<file path="config.mk">
export PLATFORM = sky130hd
export DESIGN_NAME = burst_gate_seq
export DESIGN_NICKNAME = d
export VERILOG_FILES = /design/src/rtl/burst_gate_seq.sv
export SDC_FILE = /design/constraint.sdc
export NUM_CORES = 1
export LEC_CHECK = 0
export ABC_AREA = 1
export BUFFER_PORTS_ARGS = -buffer_cell sky130_fd_sc_hd__buf_2
export CORE_MARGIN = 5
export CORE_UTILIZATION = 59
export CTS_CLUSTER_SIZE = 12
export DETAILED_ROUTE_END_ITERATION = 10
export PLACE_DENSITY = 0.85
export SYNTH_ARGS = -nofsm -noshare
export SYNTH_HDL_FRONTEND = slang
export SYNTH_SLANG_ARGS = --single-unit
</file>
<file path="constraint.sdc">
create_clock -name clk -period 2.4 [get_ports clk]
set_input_delay 0.48 -clock clk [delete_from_list [all_inputs] [get_ports clk]]
set_output_delay 0.48 -clock clk [all_outputs]
set_load 0.05 [all_outputs]
</file>
<file path="src/rtl/burst_gate_seq.sv">
module burst_gate_seq #(
  parameter int LINE_W     = 10,
  parameter int RUN_LINES  = 16,
  parameter int EXT_LINE_A = 12,
  parameter int EXT_LINE_B = 324,
  parameter int HP_CYCLES  = 8,
  parameter int GATE_START = 4
) (
  input  logic       clk,
  input  logic       rst_n,
  input  logic       hstrobe,
  input  logic       head_sw,
  input  logic       vdet,
  output logic       burst_gate,
  output logic       hpulse,
  output logic [1:0] sc_code
);
  localparam int POS_W = $clog2(HP_CYCLES + 1);
  localparam int RUN_W = $clog2(RUN_LINES + 1);
  localparam logic [POS_W-1:0]  POS_END = POS_W'(HP_CYCLES);
  localparam logic [POS_W-1:0]  POS_GATE = POS_W'(GATE_START);
  localparam logic [LINE_W:0]   TGT_A = (LINE_W+1)'(EXT_LINE_A);
  localparam logic [LINE_W:0]   TGT_B = (LINE_W+1)'(EXT_LINE_B);

  logic [POS_W-1:0]  pos;
  logic [RUN_W-1:0]  run_left;
  logic [LINE_W-1:0] line_cnt;
  logic              line_ok, hs_q, ext, field, odd, active;

  logic              hs_edge, run_now, ext_now, want, supp;
  logic [LINE_W:0]   next_line, target;

  assign hs_edge   = head_sw ^ hs_q;
  assign next_line = {1'b0, line_cnt} + 1'b1;
  assign target    = field ? TGT_B : TGT_A;
  assign run_now   = run_left != '0;
  assign ext_now   = ext && (next_line < target);
  assign want      = run_now || ext_now;
  assign supp      = want || (active && odd);

  assign hpulse     = pos != POS_END;
  assign burst_gate = line_ok && hpulse && (pos >= POS_GATE);
  assign sc_code    = burst_gate ? 2'b10 : (hpulse ? 2'b01 : 2'b00);

  always_ff @(posedge clk or negedge rst_n) begin
    if (!rst_n) begin
      pos      <= POS_END;
      run_left <= '0;
      line_cnt <= '0;
      line_ok  <= 1'b1;
      hs_q     <= 1'b0;
      ext      <= 1'b0;
      field    <= 1'b1;
      odd      <= 1'b0;
      active   <= 1'b0;
    end else begin
      hs_q <= head_sw;
      if (pos != POS_END) pos <= pos + 1'b1;
      if (hstrobe) begin
        pos      <= '0;
        line_ok  <= !supp;
        run_left <= run_now ? run_left - 1'b1 : '0;
        ext      <= ext_now;
        odd      <= supp && !odd;
        active   <= supp;
        if (line_cnt != '1) line_cnt <= line_cnt + 1'b1;
      end
      if (vdet) begin
        line_cnt <= '0;
        field    <= !field;
        if (run_now || ext || hs_edge) ext <= 1'b1;
      end
      if (hs_edge) run_left <= RUN_W'(RUN_LINES);
    end
  end
endmodule


</file>
==> results by group, run 1 <==
Yosys
  – Yosys top cell area share: around two fifths
  – Leading area contributor after synthesis: dfrtp_1
  – Ys Warns: 0
  – Cell variety after synth: 27
  – Synthesized area per cell: ~8 um2
  – Synthesized area: ~1400 um2
  – Yosys reg bits: 25
  – Cells after Synth: 180
  – Syn_nets: between 150 and 200
  – Sequential element share of the synthesized area: 43.7%
  – Dominant cells by area after synthesis: dfrtp_1 38%, nand2_1 8.6%, inv_1 8.1%

Detailed routing
  – DRT iter0 DRCs: 56
  – Post-route ant nets: 0
  – DR top layer: met4
  – First-pass DRT Iterations: 4
  – Via density: between 5 and 6
  – Post-Route WL: approximately 2.8 mm
  – Metal-1 WL: roughly 1.2 mm
  – WL per Instance: ~13 um
  – DR WL met3: ~150 um
  – Met2 wire length: approximately 1.4 mm
  – Routed via count: 1,220
  – Drt drc: 0

Global route
  – Initial antenna violation count: 0
  – Grt ovf: 0
  – First-pass GRT wire length: approximately 5.1 mm
  – Total GRT Usage: 18.6%
  – Largest net degree at the start of global routing: 26
  – Vias in the first global route: 1,210

Power
  – Clock network power share: 21.6%
  – Pleak: around 0.77 nW
  – Part of the power in combinational logic: 20.6%
  – Switching Share: a little under a third
  – Pwr Density: ~570 nW/um2
  – Worst IR drop on VDD: about 0.52 mV
  – Internal power: roughly 0.6 mW
  – Sequential power share: between 50% and 60%
  – Sw Pwr: approximately 0.28 mW

Finish
  – Commonest non-fill, non-tap cell in the layout: nand2_1
  – Most frequent cells in the layout: 33 x nand2_1, 31 x inv_1, 22 x dfrtp_1
  – Number of diodes: 0
  – Area grow syn2layout: 6.70%
  – Share of cells above drive strength 1: 18.5%
  – Final #Nets: 202

Floorplan
  – IO Pins: 9
  – Row count: 17
  – Placeable core area: 2280 um2
  – Die Area: roughly 3500 um2
  – Initial core utilization: roughly 63%
  – Die Height: a little under 60 um
  – Chip Width: roughly 60 um

Worst setup path
  – Critical path required time: approximately 1.9 ns
  – CP max FO: 5
  – Worst setup path class: register to output port
  – CP Launch Type: register
  – Crit. End Element: output port
  – Crit path DAT: 1.72 ns

Clock network
  – CTS tree: yes
  – H-tree depth reported by CTS: 1
  – CTS Buf Count: 3
  – CTS root buf: clkbuf_4
  – Post_cts resized: 0
  – Maximum clock insertion buffer count: 2
  – Post-CTS Hold Buffers: 0
  – Setup bufs post-CTS: 0
  – Clk slew on worst S/H paths: 0.14 ns
  – Worst skew pair latency: approximately 0.32 ns
  – CTS Sinks: 25

Place
  – RePlAce Congestion: 0.880
  – Final HPWL DP: 2.15 mm
  – PortBufs: 8

Timing
  – Fin Hold WS: around 0.12 ns
  – Fin crit period: approximately 2.2 ns
  – Final setup vio count: 0
  – Final Hold Viols: 0
  – Relative slew slack: a little over three fifths
  – Maximum clock frequency: about 460 MHz
  – Count of final max-slew check failures: 0
  – Final setup TNS: 0 ns
  – RSZ-0062 raised after global routing: no
  – Tcrit/Tclk final: roughly 90%
  – Slew @ Worst Pin: about 0.55 ns
  – Fin Clk Skew: about 0.0094 ns

Run status
  – Status: finished clean

Hold path
  – Hold crit path type: input pin to async pin

Run
  – Number of max-cap violations: 0
==> critical path: stages (launching register included) <==
cell	delay, ns
dfrtp_1	0.40
inv_1	0.08
ha_1	0.20
nand3_1	0.16
nand2_1	0.12
a21oi_4	0.15
buf_2	0.28
==> state kept, by name, indices dropped and copies added, names as in the netlist <==
name / flops
field: 1
hs_q: 1
pos: 4
odd: 1
ext: 1
run_left: 5
line_cnt: 10
line_ok: 1
active: 1
==> layer usage <==
layer  track usage (%)  vias up
met3              3.05        5
met2              30.9       41
li1                  -      597
met5                 0        -
met4              8.09        0
met1              23.7      577
==> layout make-up <==
type | instances | area [um2]
Timing Repair Buffer | 8 | 40.0
Clock buffer | 4 | 26.3
Multi-Input combinational cell | 118 | 677
Inverter | 34 | 128
Tap cell | 28 | 35.0
Fill cell | 190 | 741
Sequential cell | 25 | 629
==> metrics by stage <==
step / worst slack (ns) / cells / instance area (um2) / utilization, % / power, mW
global route: 0.0865 / 217 / 1540 / 67.5 / 0.946
finish: 0.202 / 217 / 1540 / 67.5 / 0.882
global placement: 0.508 / 213 / 1510 / 66.3 / 0.682
detailed placement: 0.400 / 213 / 1510 / 66.3 / 0.697
floorplan: 0.0177 / 180 / 1450 / - / 0.645
CTS: 0.187 / 217 / 1540 / 67.5 / 0.890
==> cells in the mapped netlist <==
master	n
mux2i_1	1
o21ai_2	1
xor2_1	4
a211oi_1	1
nand2_1	33
nand3_1	14
a31oi_1	1
o21ai_0	17
dfstp_2	3
inv_2	3
nand4_1	2
ha_1	7
buf_4	2
nor2_2	3
o21ai_1	1
a21oi_1	6
dfrtp_1	22
o31ai_1	1
inv_1	31
nand3_2	3
or2_1	1
nor3_1	3
clkbuf_1	1
nand2_2	8
o22ai_1	4
nor2_1	6
or2_2	1
==> power groups by stage <==
stage / clock [mW] / sequential [mW] / combinational (mW)
after floorplan: 0 / 0.506 / 0.139
after global placement: 0 / 0.513 / 0.169
after detailed placement: 0 / 0.517 / 0.180
after CTS: 0.199 / 0.509 / 0.182
after global routing: 0.218 / 0.514 / 0.215
final: 0.190 / 0.510 / 0.182
==> cell families (layout without fill, tap and decap cells) <==
| kind of cell | Yosys count | in the layout | synth area share, % |
|---|---|---|---|
| AOI/OAI and AO/OA | 32 | 32 | 12.2 |
| xor gates and xnor gates | 4 | 4 | 2.43 |
| adders and majority gates | 7 | 7 | 6.09 |
| buffers and inverters | 37 | 46 | 10.2 |
| DFF | 25 | 25 | 43.7 |
| muxes | 1 | 1 | 0.696 |
| and+or+nand+nor | 74 | 74 | 24.7 |
==> final timing paths <==
path | slack, ns | endpoint | cells after the start | start
worst max-delay path | 0.20 | burst_gate | 6 | pos[0]$_DFFE_PN0P_
worst min-delay path | 0.12 | line_cnt[3]$_DFFE_PN0P_ | 1 | rst_n
worst max register to register | 0.34 | ext$_DFF_PN0_ | 13 | line_cnt[0]$_DFFE_PN0P_
worst min register to register | 0.49 | line_ok$_DFFE_PN1P_ | 2 | line_ok$_DFFE_PN1P_
max in group asynchronous | 1.90 | line_ok$_DFFE_PN1P_ | 1 | rst_n
min in group clk | 0.28 | hs_q$_DFF_PN0_ | 1 | head_sw
Power figures use the tool's default switching activity.
==> inputs of run 2 (changes only) <==
--- a/config.mk
+++ b/config.mk
@@ -6,12 +6,12 @@
 export NUM_CORES = 1
 export LEC_CHECK = 0
 export ABC_AREA = 1
-export BUFFER_PORTS_ARGS = -buffer_cell sky130_fd_sc_hd__buf_2
 export CORE_MARGIN = 5
-export CORE_UTILIZATION = 59
+export CORE_UTILIZATION = 60
 export CTS_CLUSTER_SIZE = 12
 export DETAILED_ROUTE_END_ITERATION = 10
-export PLACE_DENSITY = 0.85
+export DONT_BUFFER_PORTS = 1
+export PLACE_DENSITY = 0.83
 export SYNTH_ARGS = -nofsm -noshare
 export SYNTH_HDL_FRONTEND = slang
 export SYNTH_SLANG_ARGS = --single-unit
==> constraint.sdc (replaced) <==
create_clock -name clk -period 2.6 [get_ports clk]
set_input_delay 0.52 -clock clk [delete_from_list [all_inputs] [get_ports clk]]
set_output_delay 0.52 -clock clk [all_outputs]
set_load 0.05 [all_outputs]
==> run 2 against run 1 <==
- final area down 0.33%
- routed wire length grew 0.58%
- setup slack gained 0.18 ns
- sequential power decreased by 7.5%
- largest power group unchanged
- highest routed layer unchanged
==> results by group, run 2 (synthesized netlist as in run 1, its figures left out) <==
Place
  – RePlAce Congestion: roughly 0.89
  – Final HPWL DP: about 2.1 mm
  – PortBufs: 0

Hold path
  – Hold worst-path end: hs_q$_DFF_PN0_
  – Hold Crit Depth: 0
  – Hold crit path type: input pin to register
  – Critical hold path startpoint: head_sw

Global route
  – Vias in the first global route: around 1.2k
  – First-pass GRT wire length: approximately 4.7 mm
  – Largest net degree at the start of global routing: 23
  – Grt ovf: 0
  – Total GRT Usage: roughly 17%
  – Initial antenna violation count: 0

Power
  – Pleak: 0.758 nW
  – Pwr Density: ~530 nW/um2
  – Worst IR drop on VDD: 0.508 mV
  – PnR Total Power: between 0.8 and 0.9 mW

Finish
  – Multi-input logic area: 669 um2
  – Most flop-heavy register: line_cnt
  – Area grow syn2layout: 6.35%
  – Commonest non-fill, non-tap cell in the layout: nand2_1
  – Most frequent cells in the layout: 33 x nand2_1, 31 x inv_1, 22 x dfrtp_1
  – Area taken by flip-flops and latches: between 600 and 700 um2
  – Biggest regs: line_cnt x10, run_left x5, pos x4
  – Final #Nets: 199
  – Share of cells above drive strength 1: 16.1%
  – Number of fill cells: around 190
  – Number of diodes: 0
  – Core Util, Final: approximately two thirds
  – Largest register FFs: 10

Timing
  – Maximum clock frequency: approximately 450 MHz
  – Fin Hold WS: 0.214 ns
  – Final setup TNS: 0 ns
  – Fin crit period: around 2.2 ns
  – Count of final max-slew check failures: 0
  – Slew @ Worst Pin: 0.947 ns
  – Fin Clk Skew: ~0.004 ns
  – Tcrit/Tclk final: between 80% and 90%
  – Relative slew slack: a little under two fifths
  – Final setup vio count: 0
  – Final Hold Viols: 0
  – RSZ-0062 raised after global routing: no

Detailed routing
  – Drt drc: 0
  – Metal-1 WL: 1.22 mm
  – Post-route ant nets: 0
  – Via density: about 5.6
  – Met2 wire length: 1.36 mm
  – DR WL met3: ~170 um
  – First-pass DRT Iterations: 4
  – Post-Route WL: 2.79 mm
  – WL per Instance: approximately 13 um
  – DR top layer: met4
  – Routed via count: roughly 1.2k
  – DRT iter0 DRCs: 30

Floorplan
  – Chip Width: ~59 um
  – Row count: 17
  – Placeable core area: around 2300 um2
  – Die Height: between 50 and 60 um
  – Initial core utilization: between 60% and 70%
  – IO Pins: 9
  – Die Area: around 3500 um2

Worst setup path
  – CP max FO: 4
  – Worst r2r src: line_cnt[0]$_DFFE_PN0P_
  – Crit. End Element: output port
  – Worst setup path class: register to output port
  – Largest stage delay on the critical path: around 0.4 ns
  – Cell chain of the critical path: inv_1 -> ha_1 -> nand3_1 -> buf_4 -> inv_1 -> nor2_2 -> buf_4
  – R2r setup slk: 0.54 ns
  – Worst r2r dst: odd$_DFFE_PN0P_
  – Reg2Reg Depth: 14
  – Critical Path Slowest Stage Cell: dfrtp_1
  – Critical path required time: 2.08 ns
  – CP Launch Type: register
  – Crit path DAT: 1.70 ns

Run status
  – Status: finished clean

Clock network
  – CTS Buf Count: 3
  – Setup bufs post-CTS: 0
  – Maximum clock insertion buffer count: 2
  – CTS Sinks: 25
  – CTS root buf: clkbuf_4
  – CTS tree: yes
  – Worst skew pair latency: just over 0.3 ns
  – Clk slew on worst S/H paths: 0.13 ns
  – H-tree depth reported by CTS: 1

Run
  – Number of max-cap violations: 0
==> run 2: cell type report <==
type / instances / area share (%)
Clock buffer: 4 / 1.72
Inverter: 34 / 8.34
Sequential cell: 25 / 41.1
Timing Repair Buffer: 5 / 2.78
Tap cell: 28 / 2.29
Multi-Input combinational cell: 118 / 43.7
==> run 2: timing repair <==
item	in CTS	in global routing
gates resized for setup	0	0
endpoints found under the setup margin	0	0
endpoints found under the hold margin	22	3
hold buffers	1	1
==> run 2: how the worst max path moves through the flow <==
stage,endpoint,from
6_report,sc_code[0],pos[0]$_DFFE_PN0P_
5_1_grt,sc_code[0],pos[0]$_DFFE_PN0P_
4_1_cts,sc_code[0],pos[0]$_DFFE_PN0P_
3_5_place_dp,odd$_DFFE_PN0P_,line_cnt[0]$_DFFE_PN0P_
3_3_place_gp,odd$_DFFE_PN0P_,line_cnt[0]$_DFFE_PN0P_
2_1_floorplan,sc_code[1],pos[0]$_DFFE_PN0P_
==> run 2: report_power, final <==
part	switching, mW	internal [mW]	leakage, nW
sequential	0.0355	0.437	0.316
combinational	0.0995	0.0623	0.427
clock	0.114	0.0600	0.0150
total	0.249	0.559	0.758
==> run 2: critical path, delay by kind of cell (launching register included) <==
family                     cells  cell delay [ns]
buffers and inverters          4             0.59
and+or+nand+nor                2             0.20
adders and majority gates      1             0.19
DFF                            1             0.40
==> run 2: metal layers <==
metal  global-route usage (%)  up-vias
met2                     29.2       35
met3                     2.83        6
li1                         -      589
met1                     22.3      574
met5                        0        -
met4                     6.80        0
==> run 2: metrics by stage <==
step	worst slack, ns	area (um2)	std cells
detailed placement	0.608	1480	208
global route	0.253	1530	214
finish	0.381	1530	214
floorplan	0.0773	1450	180
global placement	0.711	1480	208
CTS	0.361	1520	213
==> inputs of run 3 (changes only) <==
--- a/config.mk
+++ b/config.mk
@@ -8,9 +8,9 @@
 export ABC_AREA = 1
 export CORE_MARGIN = 5
 export CORE_UTILIZATION = 60
-export CTS_CLUSTER_SIZE = 12
 export DETAILED_ROUTE_END_ITERATION = 10
 export DONT_BUFFER_PORTS = 1
+export GPL_TIMING_DRIVEN = 0
 export PLACE_DENSITY = 0.83
 export SYNTH_ARGS = -nofsm -noshare
 export SYNTH_HDL_FRONTEND = slang
==> run 3 against run 2 <==
- combinational power increased by 9%
- via count fell by 0.17%
- count of clock-buffer cells in the layout unchanged
- first-iteration DRC count increased by 6.7%
- critical path depth fell by 1
- total power increased by 1.0%
- highest routed layer unchanged
- cell count is 0.93% higher
- critical endpoint is now sc_code[1]
- register-to-register slack worse by 0.03 ns
- sequential power about the same
- largest cell class unchanged
- routed wire length grew 4.9%
- clock skew fell by 0.0019 ns
==> results by group, run 3 (synthesized netlist as in run 1, its figures left out) <==
Floorplan
  – Placeable core area: about 2300 um2
  – Die Height: about 60 um
  – IO Pins: 9
  – Row count: 17
  – Die Area: 3480 um2
  – Chip Width: around 59 um
  – Initial core utilization: a little under two thirds

Detailed routing
  – Routed via count: 1,202
  – Post-route ant nets: 0
  – Post-Route WL: 2.93 mm
  – First-pass DRT Iterations: 4
  – Drt drc: 0
  – DRT iter0 DRCs: 32
  – Via density: 5.56
  – WL per Instance: 13.6 um

Timing
  – Fin Clk Skew: between 0.002 and 0.0025 ns
  – Fin crit period: ~2.5 ns
  – Maximum clock frequency: roughly 400 MHz
  – Fin Hold WS: around 0.21 ns
  – Final setup vio count: 0
  – Setup ws final: 0.122 ns
  – RSZ-0062 raised after global routing: no
  – Relative slew slack: 34.4%
  – Tcrit/Tclk final: ~95%
  – Final Hold Viols: 0
  – Count of final max-slew check failures: 0
  – Slew @ Worst Pin: slightly below 1 ns

Global route
  – Largest net degree at the start of global routing: 23
  – Grt ovf: 0
  – First-pass GRT wire length: 5.39 mm
  – Initial antenna violation count: 0
  – Vias in the first global route: 1,274
  – Total GRT Usage: 20.1%

Power
  – Pwr Density: about 520 nW/um2
  – Pleak: around 0.77 nW
  – Worst IR drop on VDD: 0.402 mV

Finish
  – Biggest regs: line_cnt x10, run_left x5, pos x4
  – Share of cells above drive strength 1: between 10% and 20%
  – Post-route insts no fill: 216
  – Area grow syn2layout: 9.30%
  – Most frequent cells in the layout: 32 x nand2_1, 31 x inv_1, 22 x dfrtp_1
  – Number of diodes: 0
  – Final #Nets: between 200 and 250
  – Most flop-heavy register: line_cnt
  – Commonest non-fill, non-tap cell in the layout: nand2_1
  – Largest register FFs: 10

Place
  – Placed cell count: ~210
  – RePlAce Congestion: ~0.85
  – Final HPWL DP: 2.19 mm
  – Post-place setup slack: -0.0722 ns
  – PortBufs: 0

Clock network
  – CTS Buf Count: 3
  – Clk slew on worst S/H paths: approximately 0.12 ns
  – CTS Sinks: 25
  – CTS tree: yes
  – Worst skew pair latency: ~0.32 ns
  – H-tree depth reported by CTS: 1
  – CTS root buf: clkbuf_4
  – Maximum clock insertion buffer count: 2

Worst setup path
  – Critical Path Slowest Stage Cell: a21oi_4
  – CP max FO: 5
  – Largest stage delay on the critical path: 0.41 ns
  – Cell family with most CP delay: compound AO/OA/AOI/OAI gates
  – Crit. End Element: output port
  – Worst setup path class: register to output port
  – Worst Path Buf+Inv: 2
  – Crit path DAT: between 1.5 and 2 ns
  – Cell chain of the critical path: inv_1 -> ha_1 -> nand3_4 -> nand2_2 -> a21oi_4 -> buf_6
  – Critical path required time: roughly 2.1 ns
  – CP Launch Type: register

Run
  – Number of max-cap violations: 0

Hold path
  – Hold crit path type: input pin to register

Run status
  – Status: finished clean
[run 3: routing by layer]
layer	part of all wire, %	track usage (%)
met5	0	0
met4	1.7	10.7
met3	3.3	2.83
met2	49	33.8
met1	45	24.9
[run 3: timing repair]
| item | in CTS | in global routing |
|---|---|---|
| endpoints found under the setup margin | 3 | 1 |
| hold endpoints to repair | 22 | 3 |
| pin swaps | 0 | 1 |
| hold buffers | 1 | 1 |
| resized for setup | 4 | 2 |
| setup buffers | 0 | 2 |
[run 3: per-stage QoR]
| stage | area [um2] | TNS [ns] | power (mW) | utilization [%] |
|---|---|---|---|---|
| floorplan | 1450 | 0 | 0.595 | - |
| global placement | 1480 | -0.0117 | 0.619 | 65.6 |
| detailed placement | 1480 | -0.103 | 0.634 | 65.6 |
| CTS | 1540 | 0 | 0.814 | 68.4 |
| global route | 1570 | 0 | 0.879 | 69.8 |
| finish | 1570 | 0 | 0.816 | 69.8 |
[run 3: where the power goes]
group	total [mW]	switching (mW)	internal, mW	leakage [nW]
clock	0.170	0.110	0.0602	0.0150
combinational	0.176	0.109	0.0668	0.439
sequential	0.470	0.0330	0.437	0.316
[run 3: worst paths after layout]
kind | from | slack (ns) | to | cells after the start
worst min-delay path | head_sw | 0.21 | hs_q$_DFF_PN0_ | 0
worst min register to register | line_ok$_DFFE_PN1P_ | 0.50 | line_ok$_DFFE_PN1P_ | 2
worst max-delay path | pos[0]$_DFFE_PN0P_ | 0.12 | sc_code[1] | 6
max in group asynchronous | rst_n | 1.22 | line_cnt[2]$_DFFE_PN0P_ | 1
min in group asynchronous | rst_n | 0.69 | line_ok$_DFFE_PN1P_ | 1
worst max register to register | line_cnt[0]$_DFFE_PN0P_ | 0.51 | active$_DFFE_PN0P_ | 15
[run 3: layout make-up]
| class | instances | area (um2) |
|---|---|---|
| Clock buffer | 4 | 26.3 |
| Fill cell | 176 | 682 |
| Tap cell | 28 | 35.0 |
| Timing Repair Buffer | 4 | 35.0 |
| Inverter | 34 | 128 |
| Buffer | 3 | 22.5 |
| Sequential cell | 25 | 629 |
| Multi-Input combinational cell | 118 | 697 |
[run 3: worst reg2reg max path, delay by kind of cell, from the launching register on]
kind	cells	cell delay (ns)
buffers and inverters	3	0.19
AOI/OAI and AO/OA	2	0.16
DFF	1	0.46
and+or+nand+nor	8	0.81
adders and majority gates	2	0.44
